[src/rtl/ccdseq_pkg.sv]
package ccdseq_pkg;

  typedef enum logic [1:0] {
    ST_IDLE  = 2'd0,
    ST_FRAME = 2'd1,
    ST_ROW   = 2'd2,
    ST_PIX   = 2'd3
  } seq_state_e;

  // two adjacent phases high, one step per index
  function automatic logic [3:0] quad_pattern(input logic [1:0] idx);
    logic [3:0] v;
    case (idx)
      2'd0:    v = 4'b1100;
      2'd1:    v = 4'b0110;
      2'd2:    v = 4'b0011;
      default: v = 4'b1001;
    endcase
    return v;
  endfunction

  function automatic logic [2:0] tri_pattern(input logic [1:0] idx);
    logic [2:0] v;
    case (idx)
      2'd0:    v = 3'b001;
      2'd1:    v = 3'b010;
      default: v = 3'b100;
    endcase
    return v;
  endfunction

endpackage

[src/rtl/ccdseq_quad_clk.sv]
module ccdseq_quad_clk
  import ccdseq_pkg::*;
#(
  parameter int STEP_CLKS = 2
) (
  input  logic       clk_i,
  input  logic       rst_ni,
  input  logic       adv_i,
  output logic [3:0] ph_o,
  output logic       row_done_o
);

  localparam int SW = (STEP_CLKS > 1) ? $clog2(STEP_CLKS) : 1;
  localparam logic [SW-1:0] STEP_LAST = SW'(STEP_CLKS - 1);

  logic [SW-1:0] step_q, step_d;
  logic [1:0]    idx_q, idx_d;
  logic          step_last;

  always_comb begin
    step_last = (step_q == STEP_LAST);
    step_d    = step_q;
    idx_d     = idx_q;
    if (step_last) begin
      step_d = '0;
      idx_d  = idx_q + 2'd1;
    end else begin
      step_d = step_q + 1'b1;
    end
  end

  always_ff @(posedge clk_i or negedge rst_ni) begin
    if (!rst_ni) begin
      step_q <= '0;
      idx_q  <= '0;
    end else if (adv_i) begin
      step_q <= step_d;
      idx_q  <= idx_d;
    end
  end

  assign ph_o       = quad_pattern(idx_q);
  assign row_done_o = adv_i && step_last && (idx_q == 2'd3);

  AST_QUAD_HOLD: assert property (@(posedge clk_i) disable iff (!rst_ni)
    !adv_i |=> $stable(ph_o));
  AST_QUAD_ROW_REST: assert property (@(posedge clk_i) disable iff (!rst_ni)
    row_done_o |=> (ph_o == 4'b1100));

endmodule

[src/rtl/ccdseq_pix_seq.sv]
module ccdseq_pix_seq
  import ccdseq_pkg::*;
#(
  parameter int PIX_PER_LINE = 1072,
  parameter int PIX_W        = 11
) (
  input  logic             clk_i,
  input  logic             rst_ni,
  input  logic             run_i,
  output logic [PIX_W-1:0] pix_o,
  output logic [2:0]       hph_o,
  output logic             rst_gate_o,
  output logic             samp_rst_o,
  output logic             samp_sig_o,
  output logic             line_done_o
);

  localparam logic [1:0] SLOT_RG  = 2'd0;
  localparam logic [1:0] SLOT_SHR = 2'd1;
  localparam logic [1:0] SLOT_ADV = 2'd2;
  localparam logic [1:0] SLOT_SHS = 2'd3;
  localparam logic [PIX_W-1:0] PIX_LAST = PIX_W'(PIX_PER_LINE - 1);

  logic [1:0]       slot_q, slot_d;
  logic [PIX_W-1:0] pix_q, pix_d;
  logic [1:0]       hidx_q, hidx_d;
  logic             pix_last, h_en;

  always_comb begin
    pix_last = (pix_q == PIX_LAST);
    slot_d   = slot_q + 2'd1;
    pix_d    = pix_q;
    if (slot_q == SLOT_SHS) begin
      pix_d = pix_last ? '0 : pix_q + 1'b1;
    end
    hidx_d = (hidx_q == 2'd2) ? 2'd0 : hidx_q + 2'd1;
    // register updates at the edge ending the slot before SLOT_ADV
    h_en   = run_i && (slot_q == SLOT_ADV - 2'd1);
  end

  always_ff @(posedge clk_i or negedge rst_ni) begin
    if (!rst_ni) begin
      slot_q <= '0;
      pix_q  <= '0;
    end else if (run_i) begin
      slot_q <= slot_d;
      pix_q  <= pix_d;
    end
  end

  always_ff @(posedge clk_i or negedge rst_ni) begin
    if (!rst_ni) begin
      hidx_q <= '0;
    end else if (h_en) begin
      hidx_q <= hidx_d;
    end
  end

  assign pix_o       = pix_q;
  assign hph_o       = tri_pattern(hidx_q);
  assign rst_gate_o  = run_i && (slot_q == SLOT_RG);
  assign samp_rst_o  = run_i && (slot_q == SLOT_SHR);
  assign samp_sig_o  = run_i && (slot_q == SLOT_SHS);
  assign line_done_o = run_i && (slot_q == SLOT_SHS) && pix_last;

  AST_RG_THEN_SHR: assert property (@(posedge clk_i) disable iff (!rst_ni)
    rst_gate_o |=> samp_rst_o);
  AST_SHR_THEN_ADV: assert property (@(posedge clk_i) disable iff (!rst_ni)
    samp_rst_o |=> (hph_o != $past(hph_o)));
  AST_H_FROZEN_IDLE: assert property (@(posedge clk_i) disable iff (!rst_ni)
    !run_i |=> $stable(hph_o));

endmodule

[src/rtl/ccdseq_region.sv]
module ccdseq_region #(
  parameter int PIX_BLACK  = 20,
  parameter int PIX_OVER   = 4,
  parameter int PIX_ACTIVE = 1024,
  parameter int ROW_BLACK  = 6,
  parameter int ROW_ACTIVE = 1024,
  parameter int PIX_W      = 11,
  parameter int LINE_W     = 16
) (
  input  logic              pix_valid_i,
  input  logic              line_valid_i,
  input  logic [PIX_W-1:0]  pix_i,
  input  logic [LINE_W-1:0] line_i,
  output logic              pix_active_o,
  output logic              pix_black_o,
  output logic              pix_over_o,
  output logic              row_black_o,
  output logic              row_active_o
);

  localparam int ACT_FIRST  = PIX_BLACK + PIX_OVER;
  localparam int TAIL_OVER  = ACT_FIRST + PIX_ACTIVE;
  localparam int TAIL_BLACK = TAIL_OVER + PIX_OVER;
  localparam logic [PIX_W-1:0]  P_OVER0  = PIX_W'(PIX_BLACK);
  localparam logic [PIX_W-1:0]  P_ACT0   = PIX_W'(ACT_FIRST);
  localparam logic [PIX_W-1:0]  P_OVER1  = PIX_W'(TAIL_OVER);
  localparam logic [PIX_W-1:0]  P_BLACK1 = PIX_W'(TAIL_BLACK);
  localparam logic [LINE_W-1:0] L_ACT0   = LINE_W'(ROW_BLACK);
  localparam logic [LINE_W-1:0] L_END    = LINE_W'(ROW_BLACK + ROW_ACTIVE);

  logic in_black, in_act;

  always_comb begin
    in_black     = (pix_i < P_OVER0) || (pix_i >= P_BLACK1);
    in_act       = (pix_i >= P_ACT0) && (pix_i < P_OVER1);
    pix_black_o  = pix_valid_i && in_black;
    pix_active_o = pix_valid_i && in_act;
    pix_over_o   = pix_valid_i && !in_black && !in_act;
    row_black_o  = line_valid_i && (line_i < L_ACT0);
    row_active_o = line_valid_i && (line_i >= L_ACT0) && (line_i < L_END);
  end

endmodule

[src/rtl/ccdseq_top.sv]
module ccdseq_top
  import ccdseq_pkg::*;
#(
  parameter int PIX_BLACK  = 20,
  parameter int PIX_OVER   = 4,
  parameter int PIX_ACTIVE = 1024,
  parameter int ROW_BLACK  = 6,
  parameter int ROW_ACTIVE = 1024,
  parameter int STEP_CLKS  = 2,
  parameter int EXP_W      = 16,
  localparam int PIX_PER_LINE = 2 * (PIX_BLACK + PIX_OVER) + PIX_ACTIVE,
  localparam int PIX_W        = $clog2(PIX_PER_LINE)
) (
  input  logic             clk_i,
  input  logic             rst_ni,
  input  logic             run_i,
  input  logic [EXP_W-1:0] exp_lines_i,
  output logic [3:0]       img_ph_o,
  output logic [3:0]       sto_ph_o,
  output logic [2:0]       hreg_ph_o,
  output logic             sto_sel_o,
  output logic             rst_gate_o,
  output logic             samp_rst_o,
  output logic             samp_sig_o,
  output logic             boost_o,
  output logic [EXP_W-1:0] line_idx_o,
  output logic [PIX_W-1:0] pix_idx_o,
  output logic             pix_active_o,
  output logic             pix_black_o,
  output logic             pix_over_o,
  output logic             row_black_o,
  output logic             row_active_o,
  output logic             frame_start_o
);

  localparam int ROWS = ROW_BLACK + ROW_ACTIVE;
  localparam logic [EXP_W-1:0] ROWS_L = EXP_W'(ROWS);

  // reset: asynchronous assert, synchronous release
  logic [1:0] rst_sync_q;
  logic       rst_n;

  always_ff @(posedge clk_i or negedge rst_ni) begin
    if (!rst_ni) rst_sync_q <= '0;
    else         rst_sync_q <= {rst_sync_q[0], 1'b1};
  end
  assign rst_n = rst_sync_q[1];

  seq_state_e       state_q, state_d;
  logic [EXP_W-1:0] line_q, line_d, exp_q, exp_d, last_line;
  logic             line_en, exp_en, pix_run, in_line, line_done;
  logic [1:0]       grp_adv, grp_done;
  logic [3:0]       grp_ph [2];
  logic             rg;

  // group 0 = image section, group 1 = storage section
  assign grp_adv[0] = (state_q == ST_FRAME);
  assign grp_adv[1] = (state_q == ST_FRAME) || (state_q == ST_ROW);

  for (genvar g = 0; g < 2; g++) begin : g_quad
    ccdseq_quad_clk #(.STEP_CLKS(STEP_CLKS)) u_quad (
      .clk_i      (clk_i),
      .rst_ni     (rst_n),
      .adv_i      (grp_adv[g]),
      .ph_o       (grp_ph[g]),
      .row_done_o (grp_done[g])
    );
  end

  assign pix_run = (state_q == ST_PIX);
  assign in_line = (state_q == ST_ROW) || pix_run;

  ccdseq_pix_seq #(.PIX_PER_LINE(PIX_PER_LINE), .PIX_W(PIX_W)) u_pix (
    .clk_i       (clk_i),
    .rst_ni      (rst_n),
    .run_i       (pix_run),
    .pix_o       (pix_idx_o),
    .hph_o       (hreg_ph_o),
    .rst_gate_o  (rg),
    .samp_rst_o  (samp_rst_o),
    .samp_sig_o  (samp_sig_o),
    .line_done_o (line_done)
  );

  assign last_line = (exp_q < ROWS_L) ? (ROWS_L - 1'b1) : (exp_q - 1'b1);

  always_comb begin
    state_d = state_q;
    line_d  = line_q;
    exp_d   = exp_q;
    line_en = 1'b0;
    exp_en  = 1'b0;
    case (state_q)
      ST_IDLE: begin
        if (run_i) state_d = ST_FRAME;
      end
      ST_FRAME: begin
        if (grp_done[0]) begin
          line_en = 1'b1;
          if (line_q == ROWS_L - 1'b1) begin
            line_d = '0;
            if (run_i) begin
              state_d = ST_ROW;
              exp_d   = exp_lines_i;
              exp_en  = 1'b1;
            end else begin
              state_d = ST_IDLE;
            end
          end else begin
            line_d = line_q + 1'b1;
          end
        end
      end
      ST_ROW: begin
        if (grp_done[1]) state_d = ST_PIX;
      end
      default: begin
        if (line_done) begin
          line_en = 1'b1;
          if (line_q == last_line) begin
            state_d = ST_FRAME;
            line_d  = '0;
          end else begin
            state_d = ST_ROW;
            line_d  = line_q + 1'b1;
          end
        end
      end
    endcase
  end

  always_ff @(posedge clk_i or negedge rst_n) begin
    if (!rst_n) begin
      state_q <= ST_IDLE;
      line_q  <= '0;
      exp_q   <= '0;
    end else begin
      state_q <= state_d;
      if (line_en) line_q <= line_d;
      if (exp_en)  exp_q  <= exp_d;
    end
  end

  ccdseq_region #(
    .PIX_BLACK (PIX_BLACK),
    .PIX_OVER  (PIX_OVER),
    .PIX_ACTIVE(PIX_ACTIVE),
    .ROW_BLACK (ROW_BLACK),
    .ROW_ACTIVE(ROW_ACTIVE),
    .PIX_W     (PIX_W),
    .LINE_W    (EXP_W)
  ) u_region (
    .pix_valid_i (pix_run),
    .line_valid_i(in_line),
    .pix_i       (pix_idx_o),
    .line_i      (line_q),
    .pix_active_o(pix_active_o),
    .pix_black_o (pix_black_o),
    .pix_over_o  (pix_over_o),
    .row_black_o (row_black_o),
    .row_active_o(row_active_o)
  );

  assign img_ph_o      = grp_ph[0];
  assign sto_ph_o      = grp_ph[1];
  assign sto_sel_o     = (state_q == ST_ROW);
  assign boost_o       = (state_q == ST_FRAME);
  assign rst_gate_o    = rg;
  assign line_idx_o    = in_line ? line_q : '0;
  assign frame_start_o = rg && (line_q == '0) && (pix_idx_o == '0);

  AST_FRAME_GROUPS_EQ: assert property (@(posedge clk_i) disable iff (!rst_n)
    boost_o |-> (img_ph_o == sto_ph_o));
  AST_H_FROZEN_FRAME: assert property (@(posedge clk_i) disable iff (!rst_n)
    boost_o |-> $stable(hreg_ph_o));
  AST_IMG_REST_ROW: assert property (@(posedge clk_i) disable iff (!rst_n)
    sto_sel_o |-> (img_ph_o == 4'b1100));
  AST_H_FROZEN_ROW: assert property (@(posedge clk_i) disable iff (!rst_n)
    sto_sel_o |-> $stable(hreg_ph_o));
  AST_STO_HOLD_PIX: assert property (@(posedge clk_i) disable iff (!rst_n)
    (pix_run && $past(pix_run)) |-> $stable(sto_ph_o));
  AST_REGION_ONE: assert property (@(posedge clk_i) disable iff (!rst_n)
    pix_run |-> ($countones({pix_active_o, pix_black_o, pix_over_o}) == 1));
  AST_LINE_BOUND: assert property (@(posedge clk_i) disable iff (!rst_n)
    in_line |-> (line_q <= last_line));
  AST_FS_ONE_CYCLE: assert property (@(posedge clk_i) disable iff (!rst_n)
    frame_start_o |=> !frame_start_o);

endmodule

[config.mk]
export PLATFORM = sky130hd
export DESIGN_NAME = ccdseq_top
export DESIGN_NICKNAME = d
export VERILOG_FILES = /design/src/rtl/ccdseq_pkg.sv /design/src/rtl/ccdseq_quad_clk.sv /design/src/rtl/ccdseq_pix_seq.sv /design/src/rtl/ccdseq_region.sv /design/src/rtl/ccdseq_top.sv
export SDC_FILE = /design/constraint.sdc
export NUM_CORES = 1
export LEC_CHECK = 0
export ABC_AREA = 0
export BUFFER_PORTS_ARGS = -buffer_cell sky130_fd_sc_hd__buf_4
export CORE_AREA = 2 2 102 84
export DETAILED_ROUTE_END_ITERATION = 8
export DIE_AREA = 0 0 104 86
export PLACE_DENSITY_LB_ADDON = 0.08
export SYNTH_ARGS = -nofsm -noshare
export SYNTH_HDL_FRONTEND = slang
export SYNTH_HIERARCHICAL = 1
export SYNTH_SLANG_ARGS = --single-unit
export TNS_END_PERCENT = 50
[constraint.sdc]
create_clock -name clk_i -period 1.8 [get_ports clk_i]
set_input_delay 0 -clock clk_i [delete_from_list [all_inputs] [get_ports clk_i]]
set_output_delay 0 -clock clk_i [all_outputs]
set_load 0.05 [all_outputs]
==> results_dict.tcl <==
set metrics [dict create \
    status "finished, violations left" \
    violations "negative setup slack" \
    dp_hpwl_mm 8.33 \
    ioPinCount 68 \
    p_switching_uw 553 \
    nFillCells 477 \
    drv_cap 0 \
    netlist_area_sq_um 3930 \
    rows 29 \
    grt_pass1_wl_mm 19.7 \
    switching_share_pct 21.6 \
    cts-root-buf "clkbuf_8" \
    p_seq_share_pct 50.1 \
    dieArea_sq_um 8940 \
    cts_buffers 9 \
    grt_max_degree 56 \
    fin_ws_ns -1.07 \
    rsz0062_at_grt "yes" \
    viasPerCell 5.40 \
    htreeDepth 3 \
    seq_area_frac_synth_pct 36.3 \
    insertion_delay_ns 0.35 \
    syn_inst 430 \
    detail-route-antenna-nets 0 \
    antenna_found_initial 0 \
    start_util_pct 50.2 \
    setup_viol_count_final 54 \
    synth_nets 469 \
    yosysWarningCount 6 \
    core_sq_um 7840 \
    leakage_nw 3.06 \
    final_cell_mix "167 x buf_4, 51 x dfrtp_1, 41 x nor2_1" \
    track_usage_pct 27.6 \
    clock_power_share_pct 46.2 \
    ys_async_sr_fraction_pct 100 \
    irDropWorstVdd_mv 0.360 \
    comb_power_share_pct 3.8 \
    synth_cell_types 68 \
    dp_slack_ns -1.17 \
    cp_data_arrival_time_ns 3.09 \
    drt-total-wl_mm 12.3 \
    maxSlewViolCount 0 \
    dieHeight_microns 86 \
    drc_errors 0 \
    critPathKind "flop to flop" \
    ys_ff_latch 57 \
    cp-end-kind "flop" \
    cts_tree "done" \
    yosys_most_used_dff "dfrtp_1" \
    layout-drive-gt1-share_pct 47.9 \
    layout_commonest_cell "buf_4" \
    vias 4079 \
    fin_crit_ns 2.87 \
    hold_viol 0 \
    fin_nets 681 \
    power.density_nw_per_um2 400 \
    clockBufferDepth 2 \
    tns_ns -25.22 \
    fp.dieW_microns 104 \
    cp-start-kind "flop" \
    cp_max_fo 14 \
    path_clk_slew_ns 0.06 \
    hp-class "primary input to flop" \
    whs_ns 0.0603 \
    synth_area_per_cell_sq_um 9.15 \
    diodes 0 \
    syn_to_final_growth_pct 63.2 \
    place_congestion 0.881 \
    numPortBuffers 67 \
    drt_first_pass_iters 4 \
    first_global_vias 4075 \
    cp.required_ns 2.02 \
    dr.first_iter.drc_count 213 \
    power.total_mw 2.57 \
    internal_power_mw 2.01 \
    fmax_ghz 0.348 \
    finalCritPeriodShare_pct 160 \
    wl_per_cell_microns 16.3 \
    gr-total-overflow 0 \
    cts_sinks 57 \
    clock_skew_ns 0.00798 \
    synth-edff-count 0 \
]
per-stage QoR:
| step | util (%) | std cells | area [sq um] |
|---|---|---|---|
| 6_report | 81.9 | 755 | 6420 |
| 5_1_grt | 81.9 | 755 | 6420 |
| 4_1_cts | 78.7 | 743 | 6160 |
| 3_5_place_dp | 70.0 | 702 | 5490 |
| 3_3_place_gp | 70.0 | 702 | 5490 |
| 2_1_floorplan | - | 430 | 4080 |
final timing paths:
path	startpoint	end	slack, ns	depth (start not counted)
worst max-delay path	exp_q[0]$_DFFE_PN0P_	line_q[10]$_DFFE_PN0P_	-1.07	10
worst min-delay path	run_i	state_q[1]$_DFFE_PN0P_	0.06	3
worst max register to register	exp_q[0]$_DFFE_PN0P_	line_q[10]$_DFFE_PN0P_	-1.07	10
worst min register to register	rst_sync_q[1]$_DFF_PN0_	exp_q[2]$_DFFE_PN0P_	0.26	1
max in group asynchronous	rst_ni	rst_sync_q[1]$_DFF_PN0_	1.13	3
min in group asynchronous	rst_sync_q[1]$_DFF_PN0_	exp_q[2]$_DFFE_PN0P_	0.26	1
worst max-delay path, cell delays in order, from the launching register on:
cell	delay [ns]
dfrtp_1	0.41
buf_4	0.15
or4_4	0.53
o41ai_4	0.33
nand3_1	0.14
a211o_1	0.30
a32oi_2	0.24
nand4_4	0.18
nor4_4	0.24
buf_12	0.18
nor3_1	0.05
final cells by class:
| cell class | instances | area [sq um] | area share, % |
|---|---|---|---|
| multi-input combinational | 334 | 2700 | 42.1 |
| clock buffer | 13 | 149 | 2.32 |
| inverter | 20 | 75.1 | 1.17 |
| tap | 108 | 135 | 2.11 |
| sequential | 57 | 1430 | 22.3 |
| clock inverter | 3 | 40.0 | 0.624 |
| timing repair buffer | 220 | 1880 | 29.3 |
cell usage after synthesis, types with 5 or more instances:
master    count  area, sq um
mux2_2       16          180
nor2_1       45          169
nand2_1      32          120
nand4_1      10         62.6
xor2_1       20          175
nor4_1       14         87.6
dfrtp_1      57         1430
and2_1       13         81.3
nor2b_1       7         43.8
clkbuf_1     13         48.8
nand3_1      14         70.1
ha_1         20          250
nor3_1       15         75.1
o21ai_0       9         45.0
nor3b_1       5         37.5
inv_1        20         75.1
a21oi_1       8         40.0
xnor2_1      20          175
mux2i_1       5         50.1
flip-flops by register name, indices dropped and copies added (netlist names):
| register | flops |
|---|---|
| exp_q | 16 |
| state_q | 2 |
| u_pix/pix_o | 11 |
| g_quad.u_quad/idx_q | 4 |
| u_pix/hidx_q | 2 |
| rst_sync_q | 2 |
| g_quad.u_quad/step_last | 2 |
| line_q | 16 |
| u_pix/slot_q | 2 |
logic make-up (layout without fill, tap and decap cells):
kind of cell,Yosys count,count (layout),synth area share [%]
and+or+nand+nor,199,199,28.1
DFF,57,57,36.3
AOI/OAI and AO/OA,53,53,10.0
xor gates and xnor gates,40,40,8.91
buffers and inverters,39,256,4.36
muxes,21,21,5.85
adders and majority gates,20,20,6.36
other,1,1,0.0954
metal layers:
layer	wire length (microns)	vias to the layer above	track usage, %
met4	151	0	9.46
met1	5210	1965	33.6
li1	-	1957	-
met2	6240	141	47.8
met5	0	-	0
met3	731	16	7.37
timing repair:
item / in CTS / in global routing
cloned: 0 / 1
gates resized for setup: 60 / 39
pin swaps: 22 / 16
hold buffers: 18 / 0
endpoints found under the hold margin: 18 / 0
buffers inserted: 8 / 13
endpoints found under the setup margin: 53 / 59
power groups by stage:
stage,Clock (mW),Combinational (mW),Sequential (mW)
floorplan,0,0.00249,1.32
global placement,0,0.0642,1.31
detailed placement,0,0.0659,1.31
CTS,1.21,0.0971,1.28
global route,1.27,0.107,1.28
finish,1.18,0.0972,1.28
Power figures use the tool's default switching activity.
